<file path="src/rtl/pcc_pkg.sv">
package pcc_pkg;
   localparam int IDX_W = 4;
   localparam int GW    = 2 + 3 * IDX_W;

   typedef enum logic [1:0] {
      K_NOT  = 2'd0,
      K_CNOT = 2'd1,
      K_TOF  = 2'd2
   } kind_e;

   typedef logic [GW-1:0] gate_w_t;

   function automatic gate_w_t mk_gate(kind_e k, int a, int b, int t);
      return {k, IDX_W'(a), IDX_W'(b), IDX_W'(t)};
   endfunction
endpackage

</file>
<file path="src/rtl/pcc_gate_stage.sv">
module pcc_gate_stage
   import pcc_pkg::*;
#(
   parameter int      N_LINES     = 5,
   parameter gate_w_t GATE        = '0,
   parameter bit      NOT_AT_GATE = 1'b0
) (
   input  logic [N_LINES:0] d_i,
   output logic [N_LINES:0] d_o
);
   localparam logic [1:0] KIND = GATE[GW-1 -: 2];
   localparam int CA  = int'(GATE[3*IDX_W-1 -: IDX_W]);
   localparam int CB  = int'(GATE[2*IDX_W-1 -: IDX_W]);
   localparam int TGT = int'(GATE[IDX_W-1:0]);
   localparam int PL  = N_LINES;

   if (TGT >= N_LINES || CA >= N_LINES || CB >= N_LINES) begin : g_bad_idx
      $error("gate index out of range");
   end
   if (KIND != K_NOT && CA == TGT) begin : g_bad_ctl
      $error("control equals target");
   end

   if (KIND == K_NOT) begin : g_not
      always_comb begin
         d_o      = d_i;
         d_o[TGT] = ~d_i[TGT];
         if (NOT_AT_GATE) d_o[PL] = ~d_i[PL];
      end
   end else if (KIND == K_CNOT) begin : g_cnot
      logic fire;
      assign fire = d_i[CA];
      always_comb begin
         d_o      = d_i;
         d_o[TGT] = d_i[TGT] ^ fire;
         d_o[PL]  = d_i[PL] ^ fire;
      end
   end else if (KIND == K_TOF) begin : g_tof
      logic fire;
      assign fire = d_i[CA] & d_i[CB];
      always_comb begin
         d_o      = d_i;
         d_o[TGT] = d_i[TGT] ^ fire;
         d_o[PL]  = d_i[PL] ^ fire;
      end
   end else begin : g_bad_kind
      $error("unknown gate kind");
      assign d_o = d_i;
   end


   always_comb begin
      gate_flip_chk: assert ($countones(d_i[N_LINES-1:0] ^ d_o[N_LINES-1:0]) <= 1)
         else $error("gate changed more than one data line");
   end
endmodule

</file>
<file path="src/rtl/pcc_fault_tap.sv">
module pcc_fault_tap #(
   parameter int N_LINES  = 5,
   parameter int GATE_IDX = 0,
   parameter int GSEL_W   = 4,
   parameter int LSEL_W   = 4
) (
   input  logic              en,
   input  logic [GSEL_W-1:0] gate_sel,
   input  logic [LSEL_W-1:0] line_sel,
   input  logic [N_LINES:0]  d_i,
   output logic [N_LINES:0]  d_o
);
   logic              hit;
   logic [N_LINES:0]  mask;

   assign hit = en && (gate_sel == GSEL_W'(GATE_IDX));

   always_comb begin
      for (int i = 0; i <= N_LINES; i++) begin
         mask[i] = hit && (line_sel == LSEL_W'(i));
      end
   end

   assign d_o = d_i ^ mask;


   always_comb begin
      tap_single_chk: assert ($countones(d_i ^ d_o) <= 1)
         else $error("fault tap inverted more than one line");
   end
endmodule

</file>
<file path="src/rtl/pcc_parity_close.sv">
module pcc_parity_close #(
   parameter int N_LINES = 5,
   parameter bit BAL     = 1'b0
) (
   input  logic [N_LINES:0] d_i,
   output logic             flag
);
   assign flag = d_i[N_LINES] ^ BAL ^ (^d_i[N_LINES-1:0]);
endmodule

</file>
<file path="src/rtl/pcc_cascade.sv">
module pcc_cascade
   import pcc_pkg::*;
#(
   parameter int      N_LINES     = 5,
   parameter int      N_GATES     = 7,
   parameter bit      NOT_AT_GATE = 1'b0,
   parameter gate_w_t GATE_LIST [N_GATES] = '{
      mk_gate(K_TOF,  0, 3, 1),
      mk_gate(K_NOT,  0, 0, 0),
      mk_gate(K_CNOT, 4, 4, 2),
      mk_gate(K_TOF,  0, 4, 3),
      mk_gate(K_NOT,  0, 0, 4),
      mk_gate(K_TOF,  1, 2, 0),
      mk_gate(K_NOT,  0, 0, 2)
   },
   localparam int GSEL_W = $clog2(N_GATES) + 1,
   localparam int LSEL_W = $clog2(N_LINES + 1) + 1
) (
   input  logic               clk,
   input  logic               rst_n,
   input  logic               in_valid,
   input  logic [N_LINES-1:0] data_i,
   input  logic               fault_en,
   input  logic [GSEL_W-1:0]  fault_gate,
   input  logic [LSEL_W-1:0]  fault_line,
   output logic               out_valid,
   output logic [N_LINES-1:0] res_o,
   output logic               flag_o
);
   if (N_LINES < 2 || N_LINES >= (1 << IDX_W)) begin : g_bad_lines
      $error("N_LINES out of supported range");
   end
   if (N_GATES < 1) begin : g_bad_gates
      $error("N_GATES must be positive");
   end

   function automatic bit not_parity();
      bit p = 1'b0;
      for (int i = 0; i < N_GATES; i++) begin
         if (GATE_LIST[i][GW-1 -: 2] == K_NOT) p = ~p;
      end
      return p;
   endfunction

   localparam bit END_BAL = NOT_AT_GATE ? 1'b0 : not_parity();

   logic [N_LINES:0] chain [N_GATES+1];
   logic             flag_c;

   assign chain[0] = {^data_i, data_i};

   for (genvar g = 0; g < N_GATES; g++) begin : g_stage
      logic [N_LINES:0] mid;
      pcc_gate_stage #(
         .N_LINES    (N_LINES),
         .GATE       (GATE_LIST[g]),
         .NOT_AT_GATE(NOT_AT_GATE)
      ) u_gate (
         .d_i(chain[g]),
         .d_o(mid)
      );
      pcc_fault_tap #(
         .N_LINES (N_LINES),
         .GATE_IDX(g),
         .GSEL_W  (GSEL_W),
         .LSEL_W  (LSEL_W)
      ) u_tap (
         .en      (fault_en),
         .gate_sel(fault_gate),
         .line_sel(fault_line),
         .d_i     (mid),
         .d_o     (chain[g+1])
      );
   end

   pcc_parity_close #(
      .N_LINES(N_LINES),
      .BAL    (END_BAL)
   ) u_close (
      .d_i (chain[N_GATES]),
      .flag(flag_c)
   );

   always_ff @(posedge clk or negedge rst_n) begin
      if (!rst_n) begin
         out_valid <= 1'b0;
         res_o     <= '0;
         flag_o    <= 1'b0;
      end else begin
         out_valid <= in_valid;
         if (in_valid) begin
            res_o  <= chain[N_GATES][N_LINES-1:0];
            flag_o <= flag_c;
         end
      end
   end


   valid_follow_chk: assert property (@(posedge clk) disable iff (!rst_n)
      in_valid |=> out_valid);

   idle_hold_chk: assert property (@(posedge clk) disable iff (!rst_n)
      !in_valid |=> (!out_valid && $stable(res_o) && $stable(flag_o)));

   clean_flag_chk: assert property (@(posedge clk) disable iff (!rst_n)
      (in_valid && !fault_en) |=> !flag_o);

   fault_flag_chk: assert property (@(posedge clk) disable iff (!rst_n)
      (in_valid && fault_en && (int'(fault_gate) < N_GATES)
       && (int'(fault_line) <= N_LINES)) |=> flag_o);
endmodule

</file>
<file path="config.mk">
export PLATFORM = sky130hd
export DESIGN_NAME = pcc_cascade
export DESIGN_NICKNAME = d
export VERILOG_FILES = /design/src/rtl/pcc_pkg.sv /design/src/rtl/pcc_gate_stage.sv /design/src/rtl/pcc_fault_tap.sv /design/src/rtl/pcc_parity_close.sv /design/src/rtl/pcc_cascade.sv
export SDC_FILE = /design/constraint.sdc
export NUM_CORES = 1
export LEC_CHECK = 0
export BUFFER_PORTS_ARGS = -buffer_cell sky130_fd_sc_hd__buf_2
export CAP_MARGIN = 20
export CELL_PAD_IN_SITES_DETAIL_PLACEMENT = 0
export CELL_PAD_IN_SITES_GLOBAL_PLACEMENT = 1
export CORE_AREA = 2 2 47 49
export DETAILED_ROUTE_END_ITERATION = 12
export DIE_AREA = 0 0 49 51
export PLACE_DENSITY = 0.86
export SYNTH_ARGS = -nofsm -noshare
export SYNTH_HDL_FRONTEND = slang
export SYNTH_SLANG_ARGS = --single-unit
</file>
<file path="constraint.sdc">
create_clock -name clk -period 1.3 [get_ports clk]
set_clock_uncertainty 0.15 [all_clocks]
set_input_delay 0.195 -clock clk [delete_from_list [all_inputs] [get_ports clk]]
set_output_delay 0.195 -clock clk [all_outputs]
set_load 0.01 [all_outputs]
</file>
==> results of run 1 <==
[state kept, by name (all words and copies together), names as in the netlist]
signal / count
flag_o: 1
out_valid: 1
res_o: 5
[per-stage QoR]
step	total power [W]	std cells	hold slack [ps]	setup TNS, ps	setup WS (ps)
after global routing	0.00102	157	38.0	-2300	-912
after CTS	0.000937	157	35.1	-2110	-877
after global placement	0.000690	150	-123	-3690	-1120
after floorplan	0.000540	82	-251	-1770	-960
final	0.000943	157	52.0	-2060	-866
after detailed placement	0.000700	150	-117	-3910	-1170
[cells in the final DEF, fill, tap and decap left out, types with 2 or more instances in the layout]
cell type	n
xor2_2	2
nor2_1	6
mux2_4	3
xnor2_2	5
nor4_4	2
xnor2_1	5
buf_6	5
nand2_1	3
dfrtp_1	7
a21oi_2	4
buf_2	19
nand4_1	7
nand3_1	2
xor2_1	5
o21ai_0	2
buf_4	19
nor2b_1	2
clkbuf_4	3
[worst paths after layout]
kind / from / endpoint / slack [ps] / cells after the start
max: fault_line[1] / flag_o / -870 / 8
min: in_valid / out_valid / 50 / 1
max reg2reg: res_o[1] / res_o[1] / 400 / 1
min reg2reg: res_o[4] / res_o[4] / 360 / 1
max in group asynchronous: rst_n / res_o[2] / 700 / 2
min in group asynchronous: rst_n / flag_o / 150 / 2
[what timing repair did]
| action | CTS | global route |
|---|---|---|
| resized for setup | 20 | 8 |
| endpoints found under the hold margin | 7 | 0 |
| setup buffers | 3 | 0 |
| pin swaps | 21 | 7 |
| hold buffers | 1 | 0 |
| setup endpoints to repair | 6 | 6 |
| cloned | 0 | 0 |
[routing by layer]
metal / part of all wire, % / vias to the layer above / GRT usage (%)
met3: 3.7 / 6 / 3.51
met2: 55 / 27 / 37.2
met1: 37 / 384 / 16.8
met4: 3.5 / 0 / 9.52
met5: 0 / - / 0
li1: - / 390 / -
[area by class of cell]
| cell class | instances | area, um^2 | share of cell area [%] |
|---|---|---|---|
| tap | 28 | 35.0 | 2.75 |
| multi-input combinational | 71 | 696 | 54.6 |
| clock buffer | 4 | 26.3 | 2.06 |
| timing repair buffer | 46 | 339 | 26.6 |
| inverter | 1 | 3.75 | 0.294 |
| sequential | 7 | 175 | 13.7 |
[cell families after synthesis]
logic type | share of synthesized area [%]
simple gates | 28.8
xor+xnor | 24.5
compound gates | 13.9
flops | 24.0
buf+inv | 3.60
mux | 5.14
[critical path, cell delays in order]
cell      delay, ps
buf_8           100
or4b_4          570
o31a_1          310
o221ai_2        190
xnor2_2         160
xnor2_2         130
xnor3_1         230
mux2_4          260
[power by group]
group	total (W)	leakage, nW	internal [W]	switching (W)
sequential	0.000277	0.0802	0.000258	0.0000195
clock	0.000189	0.0150	0.000117	0.0000723
combinational	0.000477	0.475	0.000272	0.000205
==> flow_summary.yaml, run 1 <==
die:
  die_h_um: 51
  coreArea_um2: 2060
  start_util_pct: 35.4
  rows: 17
  die_w_um: 49
  io_pins: 24
  dieArea_um2: 2500
timing:
  finalHoldViolCount: 0
  final-setup-viol-count: 6
  slew_violations: 0
  fmax_mhz: 462
  fin_crit_sh_pct: 167
  setup_slack_ps: -866
  rsz0062_at_grt: "true"
  min_period_ps: 2170
  worst_slew_pin_slew_ps: 332
  relSlewSlack_pct: 77.7
worst_setup_path:
  end_kind: "flop"
  worst-path-max-fanout: 4
  setup.worst_path.start_class: "primary input"
  cp.arrival_ps: 2150
  worst_ep_required_time_ps: 1280
  crit_type: "in -> reg"
layout:
  num-fill-cells: 193
  post_route_cells_drive_above_1_share_pct: 61.2
  nets: 147
  area_growth_pct: 74.8
  antenna_cells: 0
  fin_util_pct: 61.8
  stdcell_area_um2: 1270
cts:
  cts_root_buffer: "clkbuf_4"
  htreeDepth: 1
  cts_tree: "done"
  clock-sinks: 7
  cts_buffers: 3
  clkTransAtPathRegs_ps: 50
  insertion_delay_ps: 250
  clock_path_buffers: 2
yosys:
  yosysTopAreaCell: "dfrtp_1"
  netlist.area_leader.share_pct: 24.0
  ys_top_cells_by_area: "dfrtp_1 24%, xnor2_1 11%, xor2_1 8.4%"
  ys_ff_latch: 7
  ys_types: 34
  syn_inst: 82
  synth_seq_area_share_pct: 24.0
  synth_ff_type: "dfrtp_1"
  syn-num-nets: 99
  synth_area_um2: 729
  async_flop_share_pct: 100
  syn_avg_cell_area_um2: 8.90
  synth_edf_count: 0
  yosys-top-cells-count: "9 x xnor2_1, 7 x dfrtp_1, 7 x nand4_1, 7 x nor2_1, 7 x xor2_1"
  yosysWarningCount: 0
  post-synth-top-count-cell: "xnor2_1"
drt:
  drt-pass1-iter-count: 4
  wire_per_inst_um: 12.7
  ant_nets: 0
  vias_per_cell: 5.14
  vias: 807
  drc: 0
  wl_um: 2000
  first_iter_violations: 6
power_and_ir_drop:
  leakage_nw: 0.571
  pwr_density_cell_nw_per_um2: 740
  ir_drop_mv: 0.500
min_path:
  holdCritPathClass: "in -> reg"
placed_design:
  portBuffers: 23
  gp_congestion: 0.843
  placedInstanceArea_um2: 1080
run:
  cap_viol_max_count: 0
run_status:
  outcome: "complete, but fails checks"
  violations: "setup timing"
global_route:
  antenna_found_initial: 0
  grt_start_max_net_pins: 11
  grt_first_pass_wirelength_um: 3460
  grt_use_total_pct: 18.2
  gr-total-overflow: 0
  grt_pass1_vias: 818
No activity file was read; power rests on OpenSTA's default activity.
==> inputs of run 2 (changes only) <==
SETUP_SLACK_MARGIN = 0.3   (was not set)
==> run 2 against run 1 <==
  * The run still ends with setup timing left
  * Clock-buffer cell count unchanged
  * Hold slack about the same
  * Sequential share of layout area fell by 0.24 points
  * Global-route usage is 0.25 points lower
  * Highest routed layer unchanged
==> flow_summary.yaml, run 2 (synthesis gave the netlist of run 1 again) <==
worst_setup_path:
  rr_worst_depth: 2
  r2r-start: "flag_o"
  setup.worst_path.start_class: "primary input"
  r2r-end: "flag_o"
  worst-path-max-fanout: 5
  ff2ff_setup_slack_ps: 270
  critPathCapture: "flag_o"
  crit_start: "fault_line[1]"
  worst_ep_required_time_ps: 1280
  end_kind: "flop"
  cp.arrival_ps: 2130
  crit_type: "in -> reg"
global_route:
  grt_first_pass_wirelength_um: 3400
  antenna_found_initial: 0
  grt_start_max_net_pins: 11
  grt_pass1_vias: 807
  grt_use_total_pct: 17.9
  gr-total-overflow: 0
drt:
  vias: 825
  ant_nets: 0
  first_iter_violations: 12
  wire_per_inst_um: 12.0
  drc: 0
  vias_per_cell: 5.00
  wl_um: 1980
  drt-pass1-iter-count: 4
timing:
  relSlewSlack_pct: 78.2
  min_period_ps: 2150
  fin_crit_sh_pct: 166
  rsz0062_at_grt: "true"
  slew_violations: 0
  hold_slack_ps: 51.6
  final-setup-viol-count: 6
  worst_slew_pin_slew_ps: 326
  fmax_mhz: 464
  setup_slack_ps: -854
  finalHoldViolCount: 0
power_and_ir_drop:
  leakage_nw: 0.591
  ir_drop_mv: 0.417
  pwr_density_cell_nw_per_um2: 772
layout:
  largest_reg_flops: 5
  nets: 155
  post_route_cells_drive_above_1_share_pct: 64.2
  final_common_cell: "buf_4"
  fin_cells: 165
  largestRegisters: "res_o (5), flag_o (1), out_valid (1)"
  area_growth_pct: 77.9
  num-fill-cells: 191
  mostFrequentLayoutCells: "27 x buf_4, 20 x buf_2, 7 x nand4_1, 7 x dfrtp_1, 6 x nor2_1"
  antenna_cells: 0
  top_register: "res_o"
cts:
  htreeDepth: 1
  insertion_delay_ps: 250
  clkTransAtPathRegs_ps: 50
  cts_tree: "done"
  clock_path_buffers: 2
  cts_root_buffer: "clkbuf_4"
  cts_buffers: 3
  clock-sinks: 7
die:
  start_util_pct: 35.4
  die_h_um: 51
  rows: 17
  die_w_um: 49
  io_pins: 24
  dieArea_um2: 2500
  coreArea_um2: 2060
placed_design:
  dp.cells: 153
  portBuffers: 23
  gp_congestion: 0.849
  post-dp-hpwl_um: 1550
run_status:
  violations: "setup timing"
  outcome: "complete, but fails checks"
min_path:
  holdCritPathClass: "in -> reg"
run:
  cap_viol_max_count: 0
run 2: area by class of cell:
| type | count | area [um^2] | share of cell area [%] |
|---|---|---|---|
| Multi-Input combinational cell | 71 | 673 | 51.9 |
| Clock buffer | 4 | 26.3 | 2.03 |
| Tap cell | 28 | 35.0 | 2.70 |
| Timing Repair Buffer | 54 | 384 | 29.6 |
| Inverter | 1 | 3.75 | 0.289 |
| Sequential cell | 7 | 175 | 13.5 |
run 2: timing repair:
item	CTS	global route
endpoints found under the setup margin	13	13
buffers inserted	6	1
hold endpoints to repair	7	0
pin swaps	14	7
hold buffers	1	0
resized for setup	17	3
run 2: metal layers:
layer | share of wire, % | track usage, % | up-vias
met5 | 0 | 0 | -
met4 | 3.1 | 9.52 | 0
met3 | 4.0 | 1.75 | 6
met2 | 57 | 34.9 | 29
met1 | 36 | 18.9 | 384
li1 | - | - | 406
run 2: how the worst min path moves through the flow:
stage	cells past startpoint	start	end
after global placement	1	rst_n	res_o[4]
final	1	in_valid	out_valid
after detailed placement	1	rst_n	out_valid
after floorplan	0	rst_n	flag_o
after global routing	1	in_valid	out_valid
after CTS	1	in_valid	out_valid
run 2: per-stage QoR:
stage / area (um^2) / utilization (%) / total power, W / setup TNS (ps) / setup WS (ps)
6_report: 1300 / 62.9 / 0.00100 / -2350 / -854
2_1_floorplan: 832 / - / 0.000546 / -1770 / -960
4_1_cts: 1270 / 61.6 / 0.00100 / -2330 / -889
3_5_place_dp: 1120 / 54.5 / 0.000720 / -4020 / -1210
3_3_place_gp: 1120 / 54.5 / 0.000704 / -3790 / -1140
5_1_grt: 1300 / 62.9 / 0.00107 / -2660 / -926
run 2: critical path, stage by stage:
cell and delay (ps):
buf_8 100, or4b_4 570, o31a_1 310, o221ai_2 180
xnor2_2 150, xnor2_2 130, xnor3_1 240, mux2_4 260
run 2: power breakdown:
group / switching, W / total, W / internal, W / leakage (nW)
clock: 0.0000718 / 0.000188 / 0.000117 / 0.0150
sequential: 0.0000197 / 0.000278 / 0.000258 / 0.0802
combinational: 0.000216 / 0.000535 / 0.000319 / 0.496
total: 0.000308 / 0.00100 / 0.000693 / 0.591
